<file path="config.mk">
export PLATFORM = sky130hd
export DESIGN_NAME = qenc_position_counter
export DESIGN_NICKNAME = d
export VERILOG_FILES = /design/src/rtl/qenc_pkg.sv /design/src/rtl/qenc_edge_decode.sv /design/src/rtl/qenc_count_core.sv /design/src/rtl/qenc_dir_track.sv /design/src/rtl/qenc_compare.sv /design/src/rtl/qenc_position_counter.sv
export SDC_FILE = /design/constraint.sdc
export NUM_CORES = 1
export LEC_CHECK = 0
export BUFFER_PORTS_ARGS = -buffer_cell sky130_fd_sc_hd__buf_2
export CAP_MARGIN = 10
export CORE_ASPECT_RATIO = 2
export CORE_MARGIN = 8
export CORE_UTILIZATION = 50
export CTS_CLUSTER_SIZE = 10
export DETAILED_ROUTE_END_ITERATION = 16
export PLACE_DENSITY = 0.74
export SLEW_MARGIN = 20
export SYNTH_ARGS = -nofsm -noshare
export SYNTH_HDL_FRONTEND = slang
export SYNTH_HIERARCHICAL = 1
export SYNTH_SLANG_ARGS = --single-unit
export TNS_END_PERCENT = 30
</file>
<file path="constraint.sdc">
create_clock -name clk -period 3.7 [get_ports clk]
set_input_delay 0.185 -clock clk [delete_from_list [all_inputs] [get_ports clk]]
set_output_delay 0.185 -clock clk [all_outputs]
set_load 0.02 [all_outputs]
</file>
<file path="src/rtl/qenc_pkg.sv">
package qenc_pkg;

  // mode[0] selects x2 resolution, mode[1] selects compare-limited wrap
  localparam int MODE_X2_BIT  = 0;
  localparam int MODE_CMP_BIT = 1;

  typedef struct packed {
    logic valid;
    logic up;
  } step_t;

  // Decode one clock of phase history into a count step.
  // Up sense follows the A-leads-B walk 00 -> 10 -> 11 -> 01 -> 00 on {A,B}.
  function automatic step_t decode_step(input logic pa, input logic pb,
                                        input logic a, input logic b,
                                        input logic x2);
    step_t s;
    logic a_chg, b_chg;
    a_chg = (a != pa);
    b_chg = (b != pb);
    s.valid = 1'b0;
    s.up    = 1'b0;
    if (a_chg && !b_chg) begin
      s.valid = 1'b1;
      s.up    = (a != b);
    end else if (b_chg && !a_chg && !x2) begin
      s.valid = 1'b1;
      s.up    = (b == a);
    end
    return s;
  endfunction

endpackage

</file>
<file path="src/rtl/qenc_edge_decode.sv">
module qenc_edge_decode
  import qenc_pkg::*;
(
  input  logic clk,
  input  logic rst_n,
  input  logic enable,
  input  logic x2_mode,
  input  logic phase_a,
  input  logic phase_b,
  input  logic index_in,
  output logic step_valid,
  output logic step_up,
  output logic index_rise
);

  logic  prev_a, prev_b, prev_idx;
  step_t step;

  // History follows the inputs even in reset and while disabled, so that
  // leaving either state never sees a stale edge.
  always_ff @(posedge clk) begin
    prev_a   <= phase_a;
    prev_b   <= phase_b;
    prev_idx <= rst_n ? index_in : 1'b1;
  end

  always_comb begin
    step       = decode_step(prev_a, prev_b, phase_a, phase_b, x2_mode);
    step_valid = rst_n && enable && step.valid;
    step_up    = step.up;
    index_rise = rst_n && index_in && !prev_idx;
  end

endmodule

</file>
<file path="src/rtl/qenc_count_core.sv">
module qenc_count_core #(
  parameter int CNT_W = 32
) (
  input  logic             clk,
  input  logic             rst_n,
  input  logic             step_valid,
  input  logic             step_up,
  input  logic             cmp_mode,
  input  logic [CNT_W-1:0] max_value,
  input  logic             index_load,
  input  logic             sw_wr,
  input  logic [CNT_W-1:0] sw_data,
  output logic [CNT_W-1:0] count,
  output logic [CNT_W-1:0] nxt_count,
  output logic             step_applied,
  output logic             wrap_pulse
);

  localparam logic [CNT_W-1:0] ALL_ONES = {CNT_W{1'b1}};
  localparam logic [CNT_W-1:0] ZERO     = '0;

  // Returns {wrap, value} for one step inside [0, limit].
  function automatic logic [CNT_W:0] advance(input logic [CNT_W-1:0] cur,
                                             input logic up,
                                             input logic [CNT_W-1:0] limit);
    logic [CNT_W:0] r;
    if (up) begin
      if (cur == limit) r = {1'b1, ZERO};
      else              r = {1'b0, cur + 1'b1};
    end else begin
      if (cur == ZERO)  r = {1'b1, limit};
      else              r = {1'b0, cur - 1'b1};
    end
    return r;
  endfunction

  logic [CNT_W-1:0] limit;
  logic [CNT_W:0]   adv;
  logic             nxt_wrap;

  always_comb begin
    limit        = cmp_mode ? max_value : ALL_ONES;
    adv          = advance(count, step_up, limit);
    step_applied = step_valid && !sw_wr && !index_load;
    nxt_wrap     = 1'b0;
    if (sw_wr) begin
      nxt_count = sw_data;
    end else if (index_load) begin
      nxt_count = ZERO;
    end else if (step_valid) begin
      nxt_count = adv[CNT_W-1:0];
      nxt_wrap  = adv[CNT_W];
    end else begin
      nxt_count = count;
    end
  end

  always_ff @(posedge clk) begin
    if (!rst_n) begin
      count      <= ZERO;
      wrap_pulse <= 1'b0;
    end else begin
      count      <= nxt_count;
      wrap_pulse <= nxt_wrap;
    end
  end

endmodule

</file>
<file path="src/rtl/qenc_dir_track.sv">
module qenc_dir_track (
  input  logic clk,
  input  logic rst_n,
  input  logic step_applied,
  input  logic step_up,
  output logic dir_up,
  output logic dir_change_pulse
);

  logic reversal;

  always_comb reversal = step_applied && (step_up != dir_up);

  always_ff @(posedge clk) begin
    if (!rst_n) begin
      dir_up           <= 1'b0;
      dir_change_pulse <= 1'b0;
    end else begin
      if (step_applied) dir_up <= step_up;
      dir_change_pulse <= reversal;
    end
  end

endmodule

</file>
<file path="src/rtl/qenc_compare.sv">
module qenc_compare #(
  parameter int CNT_W = 32
) (
  input  logic             clk,
  input  logic             rst_n,
  input  logic             cmp_enable,
  input  logic             step_applied,
  input  logic [CNT_W-1:0] nxt_count,
  input  logic [CNT_W-1:0] cmp_value,
  output logic             cmp_match_pulse
);

  logic hit;

  always_comb hit = cmp_enable && step_applied && (nxt_count == cmp_value);

  always_ff @(posedge clk) begin
    if (!rst_n) cmp_match_pulse <= 1'b0;
    else        cmp_match_pulse <= hit;
  end

endmodule

</file>
<file path="src/rtl/qenc_position_counter.sv">
module qenc_position_counter
  import qenc_pkg::*;
#(
  parameter int CNT_W = 32
) (
  input  logic             clk,
  input  logic             rst_n,
  input  logic             enable,
  input  logic [1:0]       mode,
  input  logic             cmp_enable,
  input  logic             index_reload_en,
  input  logic             phase_a,
  input  logic             phase_b,
  input  logic             index_in,
  input  logic [CNT_W-1:0] max_value,
  input  logic [CNT_W-1:0] cmp_value,
  input  logic             sw_wr,
  input  logic [CNT_W-1:0] sw_data,
  output logic [CNT_W-1:0] count,
  output logic             dir_up,
  output logic             wrap_pulse,
  output logic             dir_change_pulse,
  output logic             cmp_match_pulse
);

  // Internal events, named so that checks can refer to them
  logic             step_valid;
  logic             step_up;
  logic             index_rise;
  logic             index_load;
  logic             step_applied;
  logic [CNT_W-1:0] nxt_count;

  qenc_edge_decode u_edge (
    .clk        (clk),
    .rst_n      (rst_n),
    .enable     (enable),
    .x2_mode    (mode[MODE_X2_BIT]),
    .phase_a    (phase_a),
    .phase_b    (phase_b),
    .index_in   (index_in),
    .step_valid (step_valid),
    .step_up    (step_up),
    .index_rise (index_rise)
  );

  always_comb index_load = enable && index_reload_en && index_rise;

  qenc_count_core #(.CNT_W(CNT_W)) u_core (
    .clk          (clk),
    .rst_n        (rst_n),
    .step_valid   (step_valid),
    .step_up      (step_up),
    .cmp_mode     (mode[MODE_CMP_BIT]),
    .max_value    (max_value),
    .index_load   (index_load),
    .sw_wr        (sw_wr),
    .sw_data      (sw_data),
    .count        (count),
    .nxt_count    (nxt_count),
    .step_applied (step_applied),
    .wrap_pulse   (wrap_pulse)
  );

  qenc_dir_track u_dir (
    .clk              (clk),
    .rst_n            (rst_n),
    .step_applied     (step_applied),
    .step_up          (step_up),
    .dir_up           (dir_up),
    .dir_change_pulse (dir_change_pulse)
  );

  qenc_compare #(.CNT_W(CNT_W)) u_cmp (
    .clk             (clk),
    .rst_n           (rst_n),
    .cmp_enable      (cmp_enable),
    .step_applied    (step_applied),
    .nxt_count       (nxt_count),
    .cmp_value       (cmp_value),
    .cmp_match_pulse (cmp_match_pulse)
  );

endmodule

</file>
* Word level (Yosys, flattened, before mapping)
Index checks and enable logic that the tools add are counted.
** Word-level totals
- Register bits after elaboration :: 39
- Input bits :: 107
- Word-level logic and storage cells :: 50
** Cells by class
- Add/subtract/negate cells :: 2
- Equality and inequality tests :: 7
- Multiplexer cells :: 9
- Bitwise gates (word level) :: 2
- Reduce and logical (&&, ||, !) cells :: 22
** Operators by type and width (number)
- 2-to-1 mux 32 bit :: 4
- 2-to-1 mux 33 bit :: 3
- == test 32 bit :: 2
- adder 32 x 1 -> 32 bit (second input constant) :: 1
- logical NOT 32 bit :: 1
- subtractor 32 x 1 -> 32 bit (second input constant) :: 1
- logical AND 1 bit :: 14
- logical NOT 1 bit :: 6
- 2-to-1 mux 2 bit :: 2
- inequality test 1 bit :: 4
- OR reduction 4 bit :: 1
- NOT 1 bit :: 2
- == test 1 bit :: 1

* Depth between registers and ports, before layout
Gate-level depths: netlist of the first run.
- Depth after elaboration :: 12
- Depth in mapped cells :: 16
- Depth with buffers taken out :: 14

* Cells and area by module
Netlist of the first run, hierarchy kept.
** Modules (own cells, without submodules)
- qenc_count_core :: instances 1, cells an instance 709, area an instance 4759.6 um2, sequential area each 660.6 um2
- qenc_compare :: instances 1, cells an instance 45, area an instance 379.1 um2, sequential area each 20.0 um2
- qenc_edge_decode :: instances 1, cells an instance 18, area an instance 152.6 um2, sequential area each 60.1 um2
- qenc_dir_track :: instances 1, cells an instance 6, area an instance 71.3 um2, sequential area each 40.0 um2
- qenc_position_counter :: instances 1, cells an instance 1, area an instance 6.3 um2, sequential area each 0.0 um2

* Worst setup path after synthesis of the first run
OpenSTA, ideal clock, no wires.
- Path kind :: reg2reg
- From :: register u_core.count[27]
- To :: register u_cmp.cmp_match_pulse
- Arrival :: 3.341 ns
- Data required time :: 3.627 ns
- Slack :: 0.286 ns
- Cell stages (with the launch flop) :: 15
- Path through :: dfxtp_1 -> buf_6 -> or4_4 -> buf_6 -> or3_4 -> nor3_4 -> buf_6 -> o21ai_1 -> a211oi_2 -> a21oi_1 -> o21ai_1 -> xnor2_1 -> nand4_1 -> or4_1 -> nor3_2
** Between the ends
- Cells in the longest elaborated chain, start to end :: 8
- Elaborated cells on any way between the ends :: 12
- Classes of those cells :: add/sub (2); eq/ne (2); mux (6); reduce/logical (2)
** RTL lines
- from (decl) :: RTL line qenc_count_core.sv:13 : output logic [CNT_W-1:0] count,
- from (signal assigned) :: RTL line qenc_count_core.sv:63 : count <= nxt_count;
- == test 32 bit / logical NOT 32 bit (equally long branches) :: RTL line qenc_count_core.sv:28, qenc_count_core.sv:31
- 2-to-1 mux 33 bit (on tied branches) :: RTL line qenc_count_core.sv:28, qenc_count_core.sv:31
- 2-to-1 mux 33 bit (*) :: RTL line qenc_count_core.sv:27 : if (up) begin
- 2-to-1 mux 32 bit (*) :: RTL line qenc_count_core.sv:50 : end else if (step_valid) begin
- 2-to-1 mux 32 bit (*) :: RTL line qenc_count_core.sv:48 : end else if (index_load) begin
- 2-to-1 mux 32 bit (*) :: RTL line qenc_count_core.sv:46 : if (sw_wr) begin
- via nxt_count[21] :: RTL line qenc_position_counter.sv:32 : logic [CNT_W-1:0] nxt_count;
- == test 32 bit (*) :: RTL line qenc_compare.sv:15 : always_comb hit = cmp_enable && step_applied && (nxt_count == cmp_value);
- logical AND 1 bit (*) :: RTL line qenc_compare.sv:15
- to (signal assigned) :: RTL line qenc_compare.sv:19 : else cmp_match_pulse <= hit;
- to (decl) :: RTL line qenc_compare.sv:10 : output logic cmp_match_pulse
The timed path passes the listed nets; every way through them passes the cells marked *.
A chain may end at the register's enable or synchronous reset.

* Final worst setup path of the first run
- From :: register u_core.count[10]
- To :: register u_cmp.cmp_match_pulse
** Between the ends
- Cells in the longest elaborated chain, start to end :: 8
- Elaborated cells on any way between the ends :: 12
- Classes of those cells :: add/sub (2); eq/ne (2); mux (6); reduce/logical (2)
** RTL lines
- subtractor 32 x 1 -> 32 bit (tied with other cells) :: RTL line qenc_count_core.sv:32 : else r = {1'b0, cur - 1'b1};
- 2-to-1 mux 33 bit (on tied branches) :: RTL line qenc_count_core.sv:31, qenc_count_core.sv:28
- 2-to-1 mux 33 bit (*) :: RTL line qenc_count_core.sv:27
- 2-to-1 mux 32 bit (*) :: RTL line qenc_count_core.sv:50
- 2-to-1 mux 32 bit (*) :: RTL line qenc_count_core.sv:48
- 2-to-1 mux 32 bit (*) :: RTL line qenc_count_core.sv:46
- via nxt_count[28] :: RTL line qenc_position_counter.sv:32
- == test 32 bit (*) :: RTL line qenc_compare.sv:15
- logical AND 1 bit (*) :: RTL line qenc_compare.sv:15
Marks and branches as above.

==> results.md, run 1 <==
* Post-synthesis sequential area ratio at 0.145
* Antenna diodes at 0
* Area leader, netlist: dfxtp_1
* GRT Total Usage at 0.418
* PortBufs at 142
* CP Capture Type: flip-flop
* Post-synthesis cell type count at between 80 and 90
* Fin area at between 7000 and 8000 µm²
* DR vias at ~7800
* Reg2reg start: u_core/count[10]
* Synth Warn # at 6
* Data arrival time of the critical path at roughly 3.9 ns
* # hold bufs at CTS at 0
* Setup slack after layout at ~0.016 ns
* GR Overflow Total at 0
* Nets at 1079
* Status: complete, no violations
* Share of the synthesized area in the top cell type at 0.145
* Crit path kind: reg2reg
* Gate count of the mapped netlist at 779
* Tmin final at around 3.7 ns
* Site Rows at 53
* Max-cap violations at 0
* Synthesized area per cell at just under 7 µm²
* Reg2Reg Depth at 11
* Top-Level Pins at 143
* DR DRC count at 0
* Pin slew with the least headroom to its limit at 0.941 ns
* Worst setup SP type: flip-flop
* Slew HR at 0.369
* Pwr/cell area at between 200 and 300 nW/µm²
* Clk root buf: clkbuf_16
* CTS tree: built
* Leak at 2.84 nW
* Power Total at ~0.0019 W
* Clock latency on the worst-skew pair at roughly 0.30 ns
* CTS max path bufs at 2
* Switching Fraction at 0.433
* CTS H-Tree Depth at 2
* Drt first pass iters at 6
* Max FO, Critical Path at 11
* 1st-iter DRT viols at about 1000
* Final setup violation count at 0
* NetSw at just over 0.0008 W
* HP Class: in2reg
* EDFF count, synth at 0
* Mapped cell area at 5370 µm²
* Max Fclk at 271 MHz
* Worst VDD drop at 246 µV
* Final ANT Viol Nets at 0
* Routed WL per cell at 27.6 µm
* Layout cells sized above 1 at 0.319
* Clock slew at reported path FFs at 0.07 ns
* Final hold violation count at 0
* Asr flop ratio synth at 0
* Die Footprint at roughly 15000 µm²
* Total Wirelength at 30.6 mm
* Inserted Clock Buffers at 5
* Final cycle utilization of the critical path at 0.996
* Setup TNS at 0 ns
* Post-Place Worst Slack at about 0.10 ns
* Gate power share at 0.489
* Initial antenna violation count at 1
* Vias per cell at roughly 7
* Hpwl dp at 22.9 mm
* CP Launch Point: u_core/count[10]
* Sequential share of power at 0.268
* Clk sink count at 39
* Hold Path Depth at 1
* Core area at between 10000 and 15000 µm²
* Seq cells post-synth at 39
* Die Ht at approximately 160 µm
* Placed inst area at 6810 µm²
* Clk pwr share at 0.244
* Routability Congestion at roughly 1.1
* Slew Viols, Final at 0
* Clk_skew at between 0.007 and 0.008 ns
* Top cells by area, synth: dfxtp_1 15%, xnor2_1 5.5%, nand2_1 5.2%, xor2_1 5.1%, a21oi_1 4.9%
* Starting Density at 0.512
* Mapped Nets at 889
* Worst Path Required at 3.92 ns
* Synth-to-Final Area Change at 31.4%
* Worst hold start: phase_a
* Largest net degree at the start of global routing at 45
* Die width at roughly 89 µm
* Int Pwr at between 0.001 and 0.0015 W
* First-pass GRT wire length at roughly 44 mm
* Number of global-route vias before repair at 7509
* Primary FF master, synth: dfxtp_1
-- worst max-delay path, cell delays in order, from the launching register on --
cell     delay (ns)
dfxtp_1        0.64
and4_1         0.44
and4_1         0.29
and3_1         0.20
nor3b_1        0.19
buf_4          0.20
o31ai_1        0.13
o31ai_1        0.33
xnor2_1        0.19
nand4_1        0.35
or4_1          0.53
nor3_2         0.11
-- cell usage in the layout, fill, tap and decap left out, types with 10 or more instances in the layout --
cell type,instances
nor2b_1,10
a211oi_1,20
nor3_1,44
o21ai_0,14
o22ai_1,15
nor4_1,22
buf_2,142
xor2_1,31
nand4_1,26
buf_4,104
o31ai_1,17
nand2_1,73
inv_1,21
a21oi_1,53
nand3_1,30
and3_1,10
xnor2_1,34
dfxtp_1,35
a22oi_1,18
nor2_1,61
-- cell usage after synthesis (15+ instances only) --
cell type and instances:
nand4_1 26, o22ai_1 15, xor2_1 31, nor2_1 62, nand2_1 74, inv_1 21, nor3_1 45, clkbuf_1 49
a211oi_1 21, xnor2_1 34, o31ai_1 18, nor4_1 24, nand3_1 30, o21ai_0 16, a21oi_1 53, dfxtp_1 39
a22oi_1 18
-- power groups by stage --
stage | logic, W | clock network (W) | registers (W)
2_1_floorplan | 0.000485 | 0 | 0.000501
3_3_place_gp | 0.000841 | 0 | 0.000505
3_5_place_dp | 0.000855 | 0 | 0.000507
4_1_cts | 0.000859 | 0.000463 | 0.000497
5_1_grt | 0.000959 | 0.000472 | 0.000505
6_report | 0.000916 | 0.000456 | 0.000502
-- area by class of cell --
type	count	area, µm²
clock buffers	6	129
flip-flops and latches	39	786
fillers	1001	3420
multi-input cells	650	4280
repair buffers	251	1590
well taps	137	171
clock inverters	2	12.5
inverters	22	82.6
-- state kept, by name, indices dropped and copies added, names as in the netlist --
signal and flops:
u_dir/dir_up 1, u_core/count 32, u_edge/prev_b 1, u_dir/dir_change_pulse 1, u_cmp/cmp_match_pulse 1, u_core/wrap_pulse 1, u_edge/prev_a 1, u_edge/prev_idx 1
-- stage by stage --
step	utilization	hold WS, ns	cells
detailed placement	0.650	0.365	1093
finish	0.673	0.0702	1107
CTS	0.663	0.0661	1101
global placement	0.650	0.354	1093
global route	0.673	0.0722	1107
floorplan	-	0.213	779
-- worst paths after layout --
check,endpoint,slack (ns)
worst min register to register,u_dir/dir_up,0.57
worst max register to register,u_cmp/cmp_match_pulse,0.02
worst min-delay path,u_edge/prev_a,0.07
worst max-delay path,u_cmp/cmp_match_pulse,0.02
-- logic make-up (layout without fill, tap and decap cells) --
| kind of cell | count (synthesis) | in the layout | synth area share |
|---|---|---|---|
| fa+ha+maj | 3 | 3 | 0.00699 |
| mux | 4 | 4 | 0.00746 |
| buf+inv | 90 | 281 | 0.0704 |
| simple gates | 356 | 356 | 0.367 |
| xor+xnor | 65 | 65 | 0.106 |
| flops | 39 | 39 | 0.145 |
| compound gates | 222 | 222 | 0.297 |
-- metal layers --
layer,vias to the layer above,GRT usage,share of wire
li1,3353,-,-
met1,3556,0.418,0.31
met2,623,0.668,0.47
met3,216,0.141,0.11
met4,2,0.359,0.10
met5,-,0,0.00043
-- what timing repair did --
item / CTS / global route
hold endpoints to repair: 0 / 0
endpoints found under the setup margin: 0 / 1
gates resized for setup: 0 / 20
setup buffers: 0 / 6
Power figures use the tool's default switching activity.
==> inputs of run 2 (changes only) <==
--- a/config.mk
+++ b/config.mk
@@ -13,6 +13,7 @@
 export CTS_CLUSTER_SIZE = 10
 export DETAILED_ROUTE_END_ITERATION = 16
 export PLACE_DENSITY = 0.74
+export SETUP_SLACK_MARGIN = 0.05
 export SLEW_MARGIN = 20
 export SYNTH_ARGS = -nofsm -noshare
 export SYNTH_HDL_FRONTEND = slang
==> run 2 against run 1 <==
  * Power grew 0.61%
  * Cell area grew 0.60%
  * Combinational power grew 0.9%
  * Clock skew shrank 0.0023 ns
  * Setup slack gained 0.044 ns
  * Highest routed layer unchanged
==> results.md, run 2 (synthesis gave the netlist of run 1 again) <==
* Status: complete, no violations
* Buffers and inverters on the worst path at 1 (unchanged)
* Vias per cell at 7.03 (+0.36%)
* Drt first pass iters at 8 (+2)
* First-pass GRT wire length at 44.4 mm (unchanged)
* Hpwl dp at 22.9 mm (unchanged)
* Core area at 10500 µm² (unchanged)
* CP Capture Type: flip-flop
* CTS max path bufs at 2 (unchanged)
* DR DRC count at 0 (unchanged)
* Max reg flops at 32 (unchanged)
* Clk sink count at 39 (unchanged)
* Max Fclk at 275 MHz (+1.2%)
* Clock slew at reported path FFs at 0.07 ns (about the same)
* Final setup violation count at 0 (unchanged)
* RSZ-0062 raised after global routing: no
* Tmin final at 3.64 ns (-0.0443 ns)
* Site Rows at 53 (unchanged)
* Clock latency on the worst-skew pair at 0.30 ns (about the same)
* Cell family with most CP delay: simple AND/OR/NAND/NOR gates
* Worst setup SP type: flip-flop
* Leak at 2.85 nW (+0.30%)
* Setup TNS at 0 ns (unchanged)
* Crit path depth at 11 (unchanged)
* Setup slack after layout at 0.0600 ns (+0.0443 ns)
* Final ANT Viol Nets at 0 (unchanged)
* Max-cap violations at 0 (unchanged)
* Slew HR at 0.410 (+0.0409)
* CTS tree: built
* Post-Place Worst Slack at 0.103 ns (unchanged)
* Commonest non-fill, non-tap cells in the layout: 142 x buf_2, 105 x buf_4, 72 x nand2_1, 60 x nor2_1, 52 x a21oi_1
* Worst VDD drop at 245 µV (-0.46%)
* # hold bufs at CTS at 0 (unchanged)
* Reg2Reg Depth at 11 (unchanged)
* Hold_ws at 0.0699 ns (-0.000292 ns)
* Leading cell type in the layout, fill and taps excluded: buf_2
* Largest net degree at the start of global routing at 45 (unchanged)
* Final cycle utilization of the critical path at 0.984 (-0.0120)
* CTS H-Tree Depth at 2 (unchanged)
* Total Wirelength at 30.7 mm (+0.47%)
* Routability Congestion at 1.09 (unchanged)
* Initial antenna violation count at 1 (unchanged)
* DR vias at 7785 (+0.45%)
* Number of global-route vias before repair at 7509 (unchanged)
* Clk root buf: clkbuf_16
* Layout cells sized above 1 at 0.330 (+0.0110)
* GR Overflow Total at 0 (unchanged)
* Slew Viols, Final at 0 (unchanged)
* Biggest register: u_core/count
* Nets at 1080 (+0.093%)
* HP Class: in2reg
* Data arrival time of the critical path at 3.86 ns (-0.05 ns)
* Worst Path Required at 3.92 ns (about the same)
* Pin slew with the least headroom to its limit at 0.880 ns (-0.0609 ns)
* GRT Total Usage at 0.418 (unchanged)
* Hold Path Depth at 1 (unchanged)
* Crit-path cells: or4_4 > nor4_4 > nand4_1 > buf_4 > nand2b_1 > o211ai_1 > o21ai_0 > xnor2_1 > nand4_1 > or4_4 > nor3_2
* Pwr/cell area at 266 nW/µm² (about the same)
* Final hold violation count at 0 (unchanged)
* 1st-iter DRT viols at 1096 (+6.0%)
* Starting Density at 0.512 (unchanged)
* Routed WL per cell at 27.7 µm (+0.38%)
* Worst path slowest cell: or4_4
* CP peak stage delay at 0.60 ns (-0.04 ns)
* Synth-to-Final Area Change at 32.2%
* Die Footprint at 14500 µm² (unchanged)
* Clk_skew at 0.00483 ns (-0.00228 ns)
* Die width at 89.3 µm (unchanged)
* Die Ht at 163 µm (unchanged)
* Top-Level Pins at 143 (unchanged)
* Max FO, Critical Path at 6 (-5)
* Antenna diodes at 0 (unchanged)
* Crit path kind: reg2reg
* Inserted Clock Buffers at 5 (unchanged)
* PortBufs at 142 (unchanged)
run 2: final timing paths:
path               startpoint                     to  slack, ns
max          u_core/count[26]  u_cmp/cmp_match_pulse       0.06
max reg2reg  u_core/count[26]  u_cmp/cmp_match_pulse       0.06
min                   phase_a          u_edge/prev_a       0.07
min reg2reg      u_dir/dir_up           u_dir/dir_up       0.57
run 2: metal layers:
| layer | wire length [µm] | up-vias | global-route usage |
|---|---|---|---|
| met5 | 13 | - | 0 |
| li1 | - | 3353 | - |
| met1 | 9660 | 3614 | 0.418 |
| met2 | 14600 | 609 | 0.668 |
| met3 | 3470 | 207 | 0.141 |
| met4 | 3020 | 2 | 0.359 |
run 2: repair_timing:
action	4_1_cts	5_1_grt
hold endpoints to repair	0	0
setup buffers	0	7
setup endpoints to repair	0	1
gates resized for setup	0	30
run 2: area by class of cell:
type                       count  area, µm²
multi-input combinational    650       4310
fill                         992       3380
timing repair buffer         252       1600
sequential                    39        790
tap                          137        171
clock buffer                   6        129
inverter                      22       82.6
clock inverter                 2       12.5
run 2: power by group:
part	total [W]	switching (W)	leakage (nW)	internal (W)
clock	0.000458	0.000208	0.0669	0.000250
combinational	0.000924	0.000554	2.46	0.000370
sequential	0.000502	0.0000567	0.324	0.000446
total	0.00189	0.000819	2.85	0.00107
run 2: stage by stage:
step | total power, W | std cells | instance area, µm² | util
6_report | 0.00189 | 1108 | 7100 | 0.677
5_1_grt | 0.00194 | 1108 | 7100 | 0.677
4_1_cts | 0.00182 | 1101 | 6950 | 0.663
3_5_place_dp | 0.00136 | 1093 | 6810 | 0.650
3_3_place_gp | 0.00135 | 1093 | 6810 | 0.650
2_1_floorplan | 0.000986 | 779 | 5370 | -
==> inputs of run 3 (changes only) <==
--- a/config.mk
+++ b/config.mk
@@ -9,10 +9,10 @@
 export CAP_MARGIN = 10
 export CORE_ASPECT_RATIO = 2
 export CORE_MARGIN = 8
-export CORE_UTILIZATION = 50
+export CORE_UTILIZATION = 55
 export CTS_CLUSTER_SIZE = 10
 export DETAILED_ROUTE_END_ITERATION = 16
-export PLACE_DENSITY = 0.74
+export PLACE_DENSITY = 0.81
 export SETUP_SLACK_MARGIN = 0.05
 export SLEW_MARGIN = 20
 export SYNTH_ARGS = -nofsm -noshare
==> constraint.sdc (replaced) <==
create_clock -name clk -period 3.87 [get_ports clk]
set_input_delay 0.1935 -clock clk [delete_from_list [all_inputs] [get_ports clk]]
set_output_delay 0.1935 -clock clk [all_outputs]
set_load 0.02 [all_outputs]
==> run 3 against run 2 <==
  * Power shrank 5.9%
  * Setup slack gained 0.046 ns
  * Critical endpoint unchanged
  * Flip-flop and latch count is the same
  * Combinational power shrank 9.1%
  * Largest power group unchanged
  * Routed wire length shrank 1.6%
  * Hold slack gained 0.014 ns
  * Highest routed layer is now met4
  * Critical path type unchanged
==> results.md, run 3 (synthesis gave the netlist of run 1 again) <==
* Clk root buf: clkbuf_16
* Tmin final at 3.76 ns (+0.124 ns)
* Worst path slowest cell: dfxtp_1
* CTS max path bufs at 2 (unchanged)
* Non-filler cells, final at 1072 (-3.2%)
* Hold_ws at 0.0837 ns (+0.0138 ns)
* Max Fclk at 266 MHz (-3.3%)
* Reg2Reg Depth at 14 (+3)
* Multi-input gate area at 4290 µm² (-0.64%)
* Hold Path Depth at 1 (unchanged)
* Final ANT Viol Nets at 0 (unchanged)
* First-pass GRT wire length at 44.0 mm (-1.0%)
* Initial antenna violation count at 0 (-1)
* Clock slew at reported path FFs at 0.06 ns (about the same)
* Register area at 783 µm² (-0.79%)
* Critical register-to-register path endpoint: u_cmp/cmp_match_pulse
* Worst Path Required at 4.08 ns (+0.16 ns)
* Max-cap violations at 0 (unchanged)
* DR vias at 7790 (+0.064%)
* Clock latency on the worst-skew pair at 0.30 ns (about the same)
* CTS tree: built
* Data arrival time of the critical path at 3.98 ns (+0.12 ns)
* Die Footprint at 13400 µm² (-7.9%)
* Fin area at 6760 µm² (-4.7%)
* CP dominant cell by count: buf_4
* Clk_skew at 0.0160 ns (+0.0112 ns)
* Biggest register: u_core/count
* Placed inst area at 6560 µm² (-3.7%)
* Slew Viols, Final at 0 (unchanged)
* Cell family with most CP delay: simple AND/OR/NAND/NOR gates
* Routability Congestion at 1.16 (+6.1%)
* Max reg flops at 32 (unchanged)
* Drt first pass iters at 6 (-2)
* 1st-iter DRT viols at 1369 (+25%)
* Post-layout util at 0.702 (+0.0244)
* Core area at 9640 µm² (-8.0%)
* Antenna diodes at 0 (unchanged)
* Post-Place Worst Slack at 0.103 ns (-0.000176 ns)
* Inserted Clock Buffers at 5 (unchanged)
* Largest net degree at the start of global routing at 50 (+11%)
* Placed cell count at 1064 (-2.7%)
* Crit path kind: reg2reg
* Pin slew with the least headroom to its limit at 1.16 ns (+0.276 ns)
* Nets at 1049 (-2.9%)
* Worst VDD drop at 241 µV (-1.7%)
* Commonest non-fill, non-tap cells in the layout: 142 x buf_2, 79 x buf_4, 74 x nand2_1, 62 x nor2_1, 53 x a21oi_1
* DR DRC count at 0 (unchanged)
* Final hold violation count at 0 (unchanged)
* Pwr/cell area at 262 nW/µm² (-1.2%)
* Worst setup SP type: flip-flop
* GR Overflow Total at 0 (unchanged)
* Final setup violation count at 0 (unchanged)
* Clk sink count at 39 (unchanged)
* Leak at 2.67 nW (-6.1%)
* Status: complete, no violations
* CP peak stage delay at 0.52 ns (-0.08 ns)
* Hold Path Sink: u_edge/prev_a
* CTS H-Tree Depth at 2 (unchanged)
* Layout cells sized above 1 at 0.291 (-0.0381)
* Final cycle utilization of the critical path at 0.973 (-0.0113)
* Die width at 85.9 µm (-3.8%)
* Site Rows at 51 (-3.8%)
* Leading cell type in the layout, fill and taps excluded: buf_2
* Reg2reg start: u_core/count[7]
* Top-Level Pins at 143 (unchanged)
* PortBufs at 142 (unchanged)
* Worst hold start: phase_a
* Synth-to-Final Area Change at 26.0%
* Hpwl dp at 22.9 mm (about the same)
* Buffers and inverters on the worst path at 3 (+2)
* Crit-path cells: nor3_1 > buf_4 > nand4_1 > nor3_4 > buf_4 > mux2i_1 > o21ai_1 > o221ai_1 > buf_4 > nand2_1 > xor2_1 > nor4_1 > nand4_1 > nor3_2
* Max FO, Critical Path at 13 (+7)
* CP Capture Type: flip-flop
* Filler cell count at 850 (-14%)
* HP Class: in2reg
* Routed WL per cell at 28.2 µm (+1.7%)
* Starting Density at 0.557 (+0.0448)
* Total Wirelength at 30.2 mm (-1.6%)
* R2r setup slk at 0.11 ns (+0.05 ns)
* Number of global-route vias before repair at 7585 (+1.0%)
* Slew HR at 0.226 (-0.184)
* Setup slack after layout at 0.106 ns (+0.0463 ns)
* Die Ht at 156 µm (-4.2%)
* Vias per cell at 7.27 (+3.4%)
* GRT Total Usage at 0.438 (+0.0198)
==> run 3: cell types whose count changed in the layout (fill, tap and decap cells not counted), sizes merged <==
cell  before  now
buf      252  221
==> run 3: per-stage QoR <==
step | TNS (ns) | power (W)
4_1_cts | 0 | 0.00171
5_1_grt | -0.0375 | 0.00182
3_3_place_gp | 0 | 0.00127
2_1_floorplan | 0 | 0.000943
6_report | 0 | 0.00177
3_5_place_dp | 0 | 0.00128
==> run 3: worst max-delay path by stage <==
stage / start / to / slack [ns] / depth (start not counted)
after floorplan: u_core/count[27] / u_cmp/cmp_match_pulse / 0.46 / 14
after global placement: u_core/count[19] / u_cmp/cmp_match_pulse / 0.12 / 14
after detailed placement: u_core/count[19] / u_cmp/cmp_match_pulse / 0.10 / 14
after CTS: u_core/count[19] / u_cmp/cmp_match_pulse / 0.08 / 14
after global routing: u_core/count[14] / u_cmp/cmp_match_pulse / -0.04 / 13
final: u_core/count[7] / u_cmp/cmp_match_pulse / 0.11 / 14
==> run 3: final cells by class <==
| cell class | instances | area share |
|---|---|---|
| Tap cell | 132 | 0.0244 |
| Sequential cell | 39 | 0.116 |
| Clock buffer | 6 | 0.0191 |
| Multi-Input combinational cell | 650 | 0.634 |
| Timing Repair Buffer | 221 | 0.193 |
| Clock inverter | 2 | 0.00185 |
| Inverter | 22 | 0.0122 |
==> run 3: layer usage <==
metal | global-route usage | routed length (µm)
met1 | 0.421 | 8930
met2 | 0.730 | 14200
met3 | 0.115 | 3580
met4 | 0.424 | 3480
met5 | 0 | 0
==> run 3: what timing repair did <==
item / 4_1_cts / 5_1_grt
endpoints found under the hold margin: 0 / 0
endpoints found under the setup margin: 0 / 1
buffers inserted: 0 / 0
resized for setup: 0 / 12
hold buffers: 0 / 0
==> run 3: report_power, final <==
group          total (W)  internal (W)  switching [W]
sequential      0.000491      0.000425      0.0000659
combinational   0.000840      0.000321       0.000519
clock           0.000443      0.000239       0.000204
